File: src/rtl/cmpint_pkg.sv
package cmpint_pkg;
  // Register addresses
  localparam int unsigned ADDR_STAT = 0;
  localparam int unsigned ADDR_FLAG = 1;
  localparam int unsigned ADDR_EN   = 2;
  localparam int unsigned ADDR_CTRL = 3;

  // Next flag state: a live mismatch outranks any software write
  function automatic logic flag_next(input logic mism, input logic wr_hit,
                                     input logic wbit, input logic cur);
    logic r;
    if (mism)        r = 1'b1;
    else if (wr_hit) r = wbit;
    else             r = cur;
    return r;
  endfunction

  // Request term: both enables and at least one enabled flag
  function automatic logic irq_term(input logic gie, input logic peie,
                                    input logic any_enabled);
    return gie & peie & any_enabled;
  endfunction
endpackage

File: src/rtl/cmpint_chan.sv
module cmpint_chan (
  input  logic clk,
  input  logic rst_n,
  input  logic cmp,
  input  logic refresh,
  input  logic flag_wr,
  input  logic wbit,
  output logic flag,
  output logic snap,
  output logic mismatch
);
  import cmpint_pkg::*;

  assign mismatch = cmp ^ snap;

  always_ff @(posedge clk) begin
    if (!rst_n) begin
      snap <= cmp;
      flag <= 1'b0;
    end else begin
      if (refresh) snap <= cmp;
      flag <= flag_next(mismatch, flag_wr, wbit, flag);
    end
  end
endmodule

File: src/rtl/cmpint_regs.sv
module cmpint_regs #(
  parameter int unsigned N_CMP    = 2,
  parameter int unsigned DW       = 8,
  parameter int unsigned AW       = 2,
  parameter int unsigned STAT_LSB = 6,
  parameter int unsigned FLAG_LSB = 5,
  parameter int unsigned EN_LSB   = 5,
  parameter int unsigned GIE_BIT  = 7,
  parameter int unsigned PEIE_BIT = 6
) (
  input  logic             clk,
  input  logic             rst_n,
  input  logic [AW-1:0]    addr,
  input  logic             rd_en,
  input  logic             wr_en,
  input  logic [DW-1:0]    wdata,
  input  logic [N_CMP-1:0] cmp_in,
  input  logic [N_CMP-1:0] flags,
  output logic             stat_access,
  output logic             flag_wr,
  output logic [N_CMP-1:0] en_q,
  output logic             gie_q,
  output logic             peie_q,
  output logic [DW-1:0]    rdata
);
  import cmpint_pkg::*;

  localparam logic [AW-1:0] A_STAT = AW'(ADDR_STAT);
  localparam logic [AW-1:0] A_FLAG = AW'(ADDR_FLAG);
  localparam logic [AW-1:0] A_EN   = AW'(ADDR_EN);
  localparam logic [AW-1:0] A_CTRL = AW'(ADDR_CTRL);

  logic en_wr, ctrl_wr;

  assign stat_access = (rd_en | wr_en) && (addr == A_STAT);
  assign flag_wr     = wr_en && (addr == A_FLAG);
  assign en_wr       = wr_en && (addr == A_EN);
  assign ctrl_wr     = wr_en && (addr == A_CTRL);

  always_ff @(posedge clk) begin
    if (!rst_n) begin
      en_q   <= '0;
      gie_q  <= 1'b0;
      peie_q <= 1'b0;
    end else begin
      if (en_wr) en_q <= wdata[EN_LSB +: N_CMP];
      if (ctrl_wr) begin
        gie_q  <= wdata[GIE_BIT];
        peie_q <= wdata[PEIE_BIT];
      end
    end
  end

  always_comb begin
    rdata = '0;
    unique case (addr)
      A_STAT: rdata[STAT_LSB +: N_CMP] = cmp_in;
      A_FLAG: rdata[FLAG_LSB +: N_CMP] = flags;
      A_EN:   rdata[EN_LSB +: N_CMP]   = en_q;
      A_CTRL: begin
        rdata[GIE_BIT]  = gie_q;
        rdata[PEIE_BIT] = peie_q;
      end
      default: rdata = '0;
    endcase
  end
endmodule

File: src/rtl/cmpint_irq.sv
module cmpint_irq #(
  parameter int unsigned N_CMP = 2
) (
  input  logic             clk,
  input  logic             rst_n,
  input  logic [N_CMP-1:0] flags,
  input  logic [N_CMP-1:0] en,
  input  logic             gie,
  input  logic             peie,
  output logic             irq
);
  import cmpint_pkg::*;

  logic any_enabled;
  assign any_enabled = |(flags & en);

  always_ff @(posedge clk) begin
    if (!rst_n) irq <= 1'b0;
    else        irq <= irq_term(gie, peie, any_enabled);
  end
endmodule

File: src/rtl/cmpint_top.sv
module cmpint_top #(
  parameter int unsigned N_CMP    = 2,
  parameter int unsigned DW       = 8,
  parameter int unsigned AW       = 2,
  parameter int unsigned STAT_LSB = 6,
  parameter int unsigned FLAG_LSB = 5,
  parameter int unsigned EN_LSB   = 5,
  parameter int unsigned GIE_BIT  = 7,
  parameter int unsigned PEIE_BIT = 6
) (
  input  logic             clk,
  input  logic             rst_n,
  input  logic [N_CMP-1:0] cmp_in,
  input  logic [AW-1:0]    addr,
  input  logic             rd_en,
  input  logic             wr_en,
  input  logic [DW-1:0]    wdata,
  output logic [DW-1:0]    rdata,
  output logic             irq
);
  // Internal events brought out for the checker
  logic [N_CMP-1:0] flag_q;
  logic [N_CMP-1:0] snap_q;
  logic [N_CMP-1:0] mismatch_w;
  logic [N_CMP-1:0] en_q;
  logic             gie_q, peie_q;
  logic             stat_access_w, flag_wr_w;

  cmpint_regs #(
    .N_CMP(N_CMP), .DW(DW), .AW(AW), .STAT_LSB(STAT_LSB), .FLAG_LSB(FLAG_LSB),
    .EN_LSB(EN_LSB), .GIE_BIT(GIE_BIT), .PEIE_BIT(PEIE_BIT)
  ) u_regs (
    .clk(clk), .rst_n(rst_n), .addr(addr), .rd_en(rd_en), .wr_en(wr_en),
    .wdata(wdata), .cmp_in(cmp_in), .flags(flag_q),
    .stat_access(stat_access_w), .flag_wr(flag_wr_w), .en_q(en_q),
    .gie_q(gie_q), .peie_q(peie_q), .rdata(rdata)
  );

  for (genvar i = 0; i < N_CMP; i++) begin : g_chan
    cmpint_chan u_chan (
      .clk(clk), .rst_n(rst_n), .cmp(cmp_in[i]), .refresh(stat_access_w),
      .flag_wr(flag_wr_w), .wbit(wdata[FLAG_LSB + i]),
      .flag(flag_q[i]), .snap(snap_q[i]), .mismatch(mismatch_w[i])
    );
  end

  cmpint_irq #(.N_CMP(N_CMP)) u_irq (
    .clk(clk), .rst_n(rst_n), .flags(flag_q), .en(en_q),
    .gie(gie_q), .peie(peie_q), .irq(irq)
  );
endmodule

File: config.mk
export PLATFORM = sky130hd
export DESIGN_NAME = cmpint_top
export DESIGN_NICKNAME = d
export VERILOG_FILES = /design/src/rtl/cmpint_pkg.sv /design/src/rtl/cmpint_chan.sv /design/src/rtl/cmpint_regs.sv /design/src/rtl/cmpint_irq.sv /design/src/rtl/cmpint_top.sv
export SDC_FILE = /design/constraint.sdc
export NUM_CORES = 1
export LEC_CHECK = 0
export BUFFER_PORTS_ARGS = -buffer_cell sky130_fd_sc_hd__buf_2
export CAP_MARGIN = 0
export CORE_AREA = 10 10 47 49
export DETAILED_ROUTE_END_ITERATION = 7
export DIE_AREA = 0 0 57 59
export PLACE_DENSITY_LB_ADDON = 0.2
export SKIP_CTS_REPAIR_TIMING = 1
export SLEW_MARGIN = 20
export SYNTH_ARGS = -nofsm -noshare
export SYNTH_HDL_FRONTEND = slang
export SYNTH_SLANG_ARGS = --single-unit
File: constraint.sdc
create_clock -name clk -period 1.4 [get_ports clk]
set_input_delay 0 -clock clk [delete_from_list [all_inputs] [get_ports clk]]
set_output_delay 0 -clock clk [all_outputs]
set_load 0.005 [all_outputs]
**Word-level counts from Yosys, hierarchy flattened**

Index checks and enable logic that the tools add are counted.
Widths: inputs -> output; s select.

- Register bits after elaboration: 9
- Latch bits: 0
- Memory bits (writable): 0
- Bits in read-only memories: 0
- Bits of input ports: 16
- Output and inout bits: 9
- Word-level logic and storage cells: 37
- Memories: 0

- Add/sub/neg operators: 0
- Multiply operators: 0
- Div/mod/pow operators: 0
- Magnitude comparators: 0
- Eq/ne operators: 4
- Shifts and indexed selects: 0
- Multiplexer cells: 11
- Bitwise logic cells: 6
- Reduce and logical (&&, ||, !) cells: 8

Operator list:

| operator | count |
|---|---|
| $mux 1 | 8 |
| $eq 2x2->1 const B | 2 |
| $logic_and 1x1->1 | 4 |
| $pmux 1 s2 | 2 |
| $pmux 1 s4 | 1 |
| $reduce_bool 2->1 | 2 |
| $and 1x1->1 | 2 |
| $and 2x2->2 | 1 |
| $eq 2x1->1 const B | 1 |
| $logic_not 2->1 | 1 |
| $ne 2x1->1 const B | 1 |
| $reduce_or 2->1 | 1 |
| $xor 1x1->1 | 2 |
| $or 1x1->1 | 1 |

**Longest topological paths before layout**

- Depth in word-level cells: 4
- Depth in mapped cells: 4
- Mapped depth without buffers: 4

**Cells and area by module**

A second synthesis with hierarchy kept.

- Cells, all modules: 55
- Area total of the unflattened synthesis: 548.0 um^2

By module, submodules not included:

| module | times used | cells each | area each (um^2) | sequential area each (um^2) |
|---|---|---|---|---|
| cmpint_regs | 1 | 39 | 336.6 | 80.1 |
| cmpint_chan | 2 | 6 | 87.6 | 50.0 |
| cmpint_irq | 1 | 4 | 36.3 | 20.0 |

**Least setup slack after synthesis**

Ideal clock, no wire load.

- Kind: flip-flop to flip-flop
- Start point: reg, netlist name g_chan[0].u_chan.flag
- End point: reg g_chan[0].u_chan.flag
- Library setup time: 0.074 ns
- Arrival time: 0.656 ns
- Slack: 0.670 ns
- Cell stages (with the launch flop): 3
- Period minus slack after synthesis: 0.730 ns
- Path through: dfxtp_1 -> a21bo_2 -> a31oi_1

RTL lines:

| item | line | source |
|---|---|---|
| end signal: assignment | cmpint_chan.sv:22 | `flag <= flag_next(mismatch, flag_wr, wbit, flag);` |
| end: declaration | cmpint_chan.sv:8 | `output logic flag,` |

**Worst setup path after layout**

- Start point: reg u_regs.peie_q
- End point: out rdata[6]

- Word-level cells in the longest chain between the ends: 1

Ends and longest elaborated chain:

| item | line | source |
|---|---|---|
| start: declaration | cmpint_regs.sv:23 | `output logic peie_q,` |
| start signal: assignment | cmpint_regs.sv:49 | `peie_q <= wdata[PEIE_BIT];` |
| $pmux 1 s4 | cmpint_regs.sv:56 | `unique case (addr)` |
| end: declaration | cmpint_top.sv:18 | `output logic [DW-1:0] rdata,` |

No other way between the ends.

==> metrics list <==
- The run finished, with violations left.
* Violated checks: hold timing
- After synthesis, the share of cell area in mux cells is 1.88%.
* Hold Fails Final Rpt: 1
- Row count: 14
- Crit Path Class: reg -> out
- The synthesized netlist devotes 25.2% of its cell area to compound gates.
- Setup violations remaining at the end of the flow were counted as 0.
* Xor/xnor cell area share of the yosys netlist: 3.29%
- Number of search-and-repair iterations in the first detailed-routing pass: 4
* Number of placed instances with taps included: 83
* Synth-to-layout area growth: 19.3%
- Non-filler instance count after layout: 89
- Summed over all failing endpoints, the final setup total negative slack is 0 ns.
* Register bit total from synthesis: 9
- Sequential cell area fraction in the yosys report: 37.6%
- Hold EP: u_regs.gie_q$_SDFFE_PN0P_
- TritonCTS built the clock tree.
* Slowest stage delay, CP: 0.33 ns
* Portion of the clock cycle consumed by the worst path in the final layout: 82.0%
- Counting cells, the worst reg-to-reg path comes to 2.
- The count of final max-slew check failures is 0.
* DRC Markers: 0
- The die is 57 µm wide.
* DIE AREA: 3360 µm²
- Worst-case hold slack: -0.00346 ns
- Net total in the final layout: 94
- In this run the critical register-to-register path is launched from g_chan[0].u_chan.flag$_SDFFE_PN0P_.
* Critical path endpoint category: output pin
- Cell depth of the worst min-delay path: 3
- In this run the static leakage power is 0.000288 µW.
- Capture point of the worst reg-to-reg path: g_chan[0].u_chan.flag$_SDFFE_PN0P_
* Max-cap violations: 0
* Starting DRT DRC Count: 20
- Worst path slowest cell: a222oi_1
- Clock latency on the worst-skew pair, taken at its later pin, is 0.26 ns.
* Number of I/O pins: 25
* Core area: 1400 µm²
* Final worst path period need: 1.15 ns
- Data on the critical path arrives at its endpoint at 1.15 ns.
- Hold Path Origin: wdata[7]
- The Yosys step of the flow raised 0 warnings.
* Height of the chip: 59 µm
- In this run the deepest clock path goes through 2 buffers.
* Wire per inst: 13.8 µm
- Cell count after synthesis: 55
- H-tree depth reported by CTS: 1
- Buffers placed on the I/O ports in this run total 14.
* Netlist Area Pre-Place: 532 µm²
* First-pass GRT wire length: 1870 µm
* GRT Overall Usage: 6.86%
* CP Launch Type: register
* Clock Pin Slew Worst Setup and Hold Paths: 0.06 ns
- Antenna Nets Post-Route: 0
- The clock drives 9 sinks.
* RePlAce Congestion: 0.713
- Maximum resistive drop on vdd: 0.422 mV
- In the post-route analysis, the smallest setup slack over all paths is 0.251 ns.
- After detailed routing, the number of vias per cell comes to 4.98.
- Derived from the worst setup path, the maximum achievable clock frequency is 871 MHz.
* Critical-path maximum fanout: 3
* Sequential cell area in the final layout: 200 µm²
- 0 antenna diodes ended up in the layout.
- Fill cells in the final layout number 149.
- Across all layers, the routed design uses 443 vias.
* Vias in the first global route: 425
- Entering global routing, the biggest net connects 14 pins.
* Detailed placement HPWL: 915 µm
- Synth Area in Simple Gates: 9.88%
- Between clock sinks in the finished design, the worst skew comes to 0.00571 ns.
- Before CTS, the worst setup slack after placement is 0.398 ns.
* CP cell instances: a222oi_1 > mux2i_1 > buf_2
- Antenna violations before repair: 0
* Setup repair after global routing missed its margin: no
- Main combinational cell family by area after synthesis: compound AO/OA/AOI/OAI gates
* Required arrival time at the worst endpoint: 1.40 ns
- Mean instance size in the synthesized netlist: 9.67 µm²
- In the final layout, the share of cells above drive strength 1 is 28.8%.
- Across all register-to-register paths, the minimum setup slack is 0.60 ns.
- For this run the aggregate overflow at the end of global routing stands at 0.
- The initial utilization of the core area, before any placement, comes to 37.9%.
* Post-Route WL: 1230 µm
- Arithmetic-cell share of the synthesized area counting full adders, half adders and majority gates: 9.41%
* Multi-input gate area in the final layout: 283 µm²
* P per Cell Area: 944 nW/µm²
- Hold Crit Class: in -> reg
- Num CTS Buffers: 3
* CTS Root Cell: clkbuf_4
- Distinct cells, synth: 21
synth_stat cells:
| cell | count | share of area, % |
|---|---|---|
| a21bo_1 | 3 | 5.6 |
| a21bo_2 | 3 | 5.6 |
| a21oi_1 | 3 | 2.8 |
| a21oi_2 | 1 | 1.6 |
| a222oi_1 | 1 | 1.9 |
| a22oi_1 | 3 | 4.2 |
| a31oi_1 | 2 | 2.4 |
| buf_4 | 5 | 7.1 |
| buf_6 | 1 | 2.1 |
| conb_1 | 1 | 0.71 |
| dfxtp_1 | 7 | 26 |
| edfxtp_1 | 2 | 11 |
| ha_1 | 4 | 9.4 |
| inv_1 | 4 | 2.8 |
| mux2i_1 | 1 | 1.9 |
| nand2_1 | 1 | 0.71 |
| nand3_1 | 7 | 6.6 |
| nor2_1 | 2 | 1.4 |
| nor2b_1 | 1 | 1.2 |
| o21ai_0 | 1 | 0.94 |
| xnor2_1 | 2 | 3.3 |
kinds of logic (layout without fill, tap and decap cells):
logic type / count (synthesis) / after routing
compound gates: 17 / 17
simple gates: 11 / 11
flops: 9 / 9
mux: 1 / 1
buf+inv: 10 / 24
other cells: 1 / 5
fa+ha+maj: 4 / 4
xor+xnor: 2 / 2
routing by layer:
layer,track usage (%),routed length (µm),vias to the layer above
met5,0,0,-
met4,3.02,0,0
met3,2.79,93,0
met2,10.9,555,20
met1,7.93,577,203
li1,-,-,220
critical path, delay by kind of cell (launching register included):
kind,cells,cell delay (ns)
AOI/OAI and AO/OA,1,0.33
buffers and inverters,1,0.14
DFF,1,0.32
muxes,1,0.11
through the flow:
step / hold slack [ns] / power, µW / cell area, µm² / utilization (%)
3_5_place_dp: 0.224 / 393 / 588 / 42.0
6_report: -0.00346 / 599 / 634 / 45.3
4_1_cts: -0.0456 / 593 / 614 / 43.8
3_3_place_gp: 0.220 / 392 / 588 / 42.0
2_1_floorplan: 0.0972 / 368 / 547 / -
5_1_grt: 0.00484 / 622 / 634 / 45.3
cells in the final DEF, fill, tap and decap left out, drive strengths merged, types with 3 or more instances in the layout:
cell,count
a22oi,3
a21oi,4
clkbuf,4
dfxtp,7
ha,4
nand3,7
buf,14
inv,4
conb,5
a21bo,6
worst max-delay path by stage:
stage	from	endpoint	slack, ns	cells past startpoint
floorplan	g_chan[0].u_chan.flag$_SDFFE_PN0P_	g_chan[0].u_chan.flag$_SDFFE_PN0P_	0.67	2
global placement	addr[0]	rdata[6]	0.39	5
detailed placement	addr[0]	rdata[6]	0.40	5
CTS	u_regs.peie_q$_SDFFE_PN0P_	rdata[6]	0.25	3
global route	u_regs.peie_q$_SDFFE_PN0P_	rdata[6]	0.18	3
finish	u_regs.peie_q$_SDFFE_PN0P_	rdata[6]	0.25	3
power by group:
part	internal, µW	switching, µW	leakage [µW]
clock	110	97.1	0.0000150
combinational	49.6	49.6	0.000195
sequential	283	10.1	0.0000772
total	442	157	0.000288
final cells by class:
cell class                 count  share of cell area, %
sequential                     9                   31.6
multi-input combinational     40                   44.6
clock buffer                   4                   4.14
timing repair buffer          16                   14.2
tap                           16                   3.16
inverter                       4                   2.37
sequential cells by signal (all words and copies together), names as in the netlist:
name,count
u_regs.gie_q,1
u_regs.peie_q,1
u_irq.irq,1
g_chan.u_chan.snap,2
g_chan.u_chan.flag,2
u_regs.en_q,2
(Power assumes the default switching activity.)
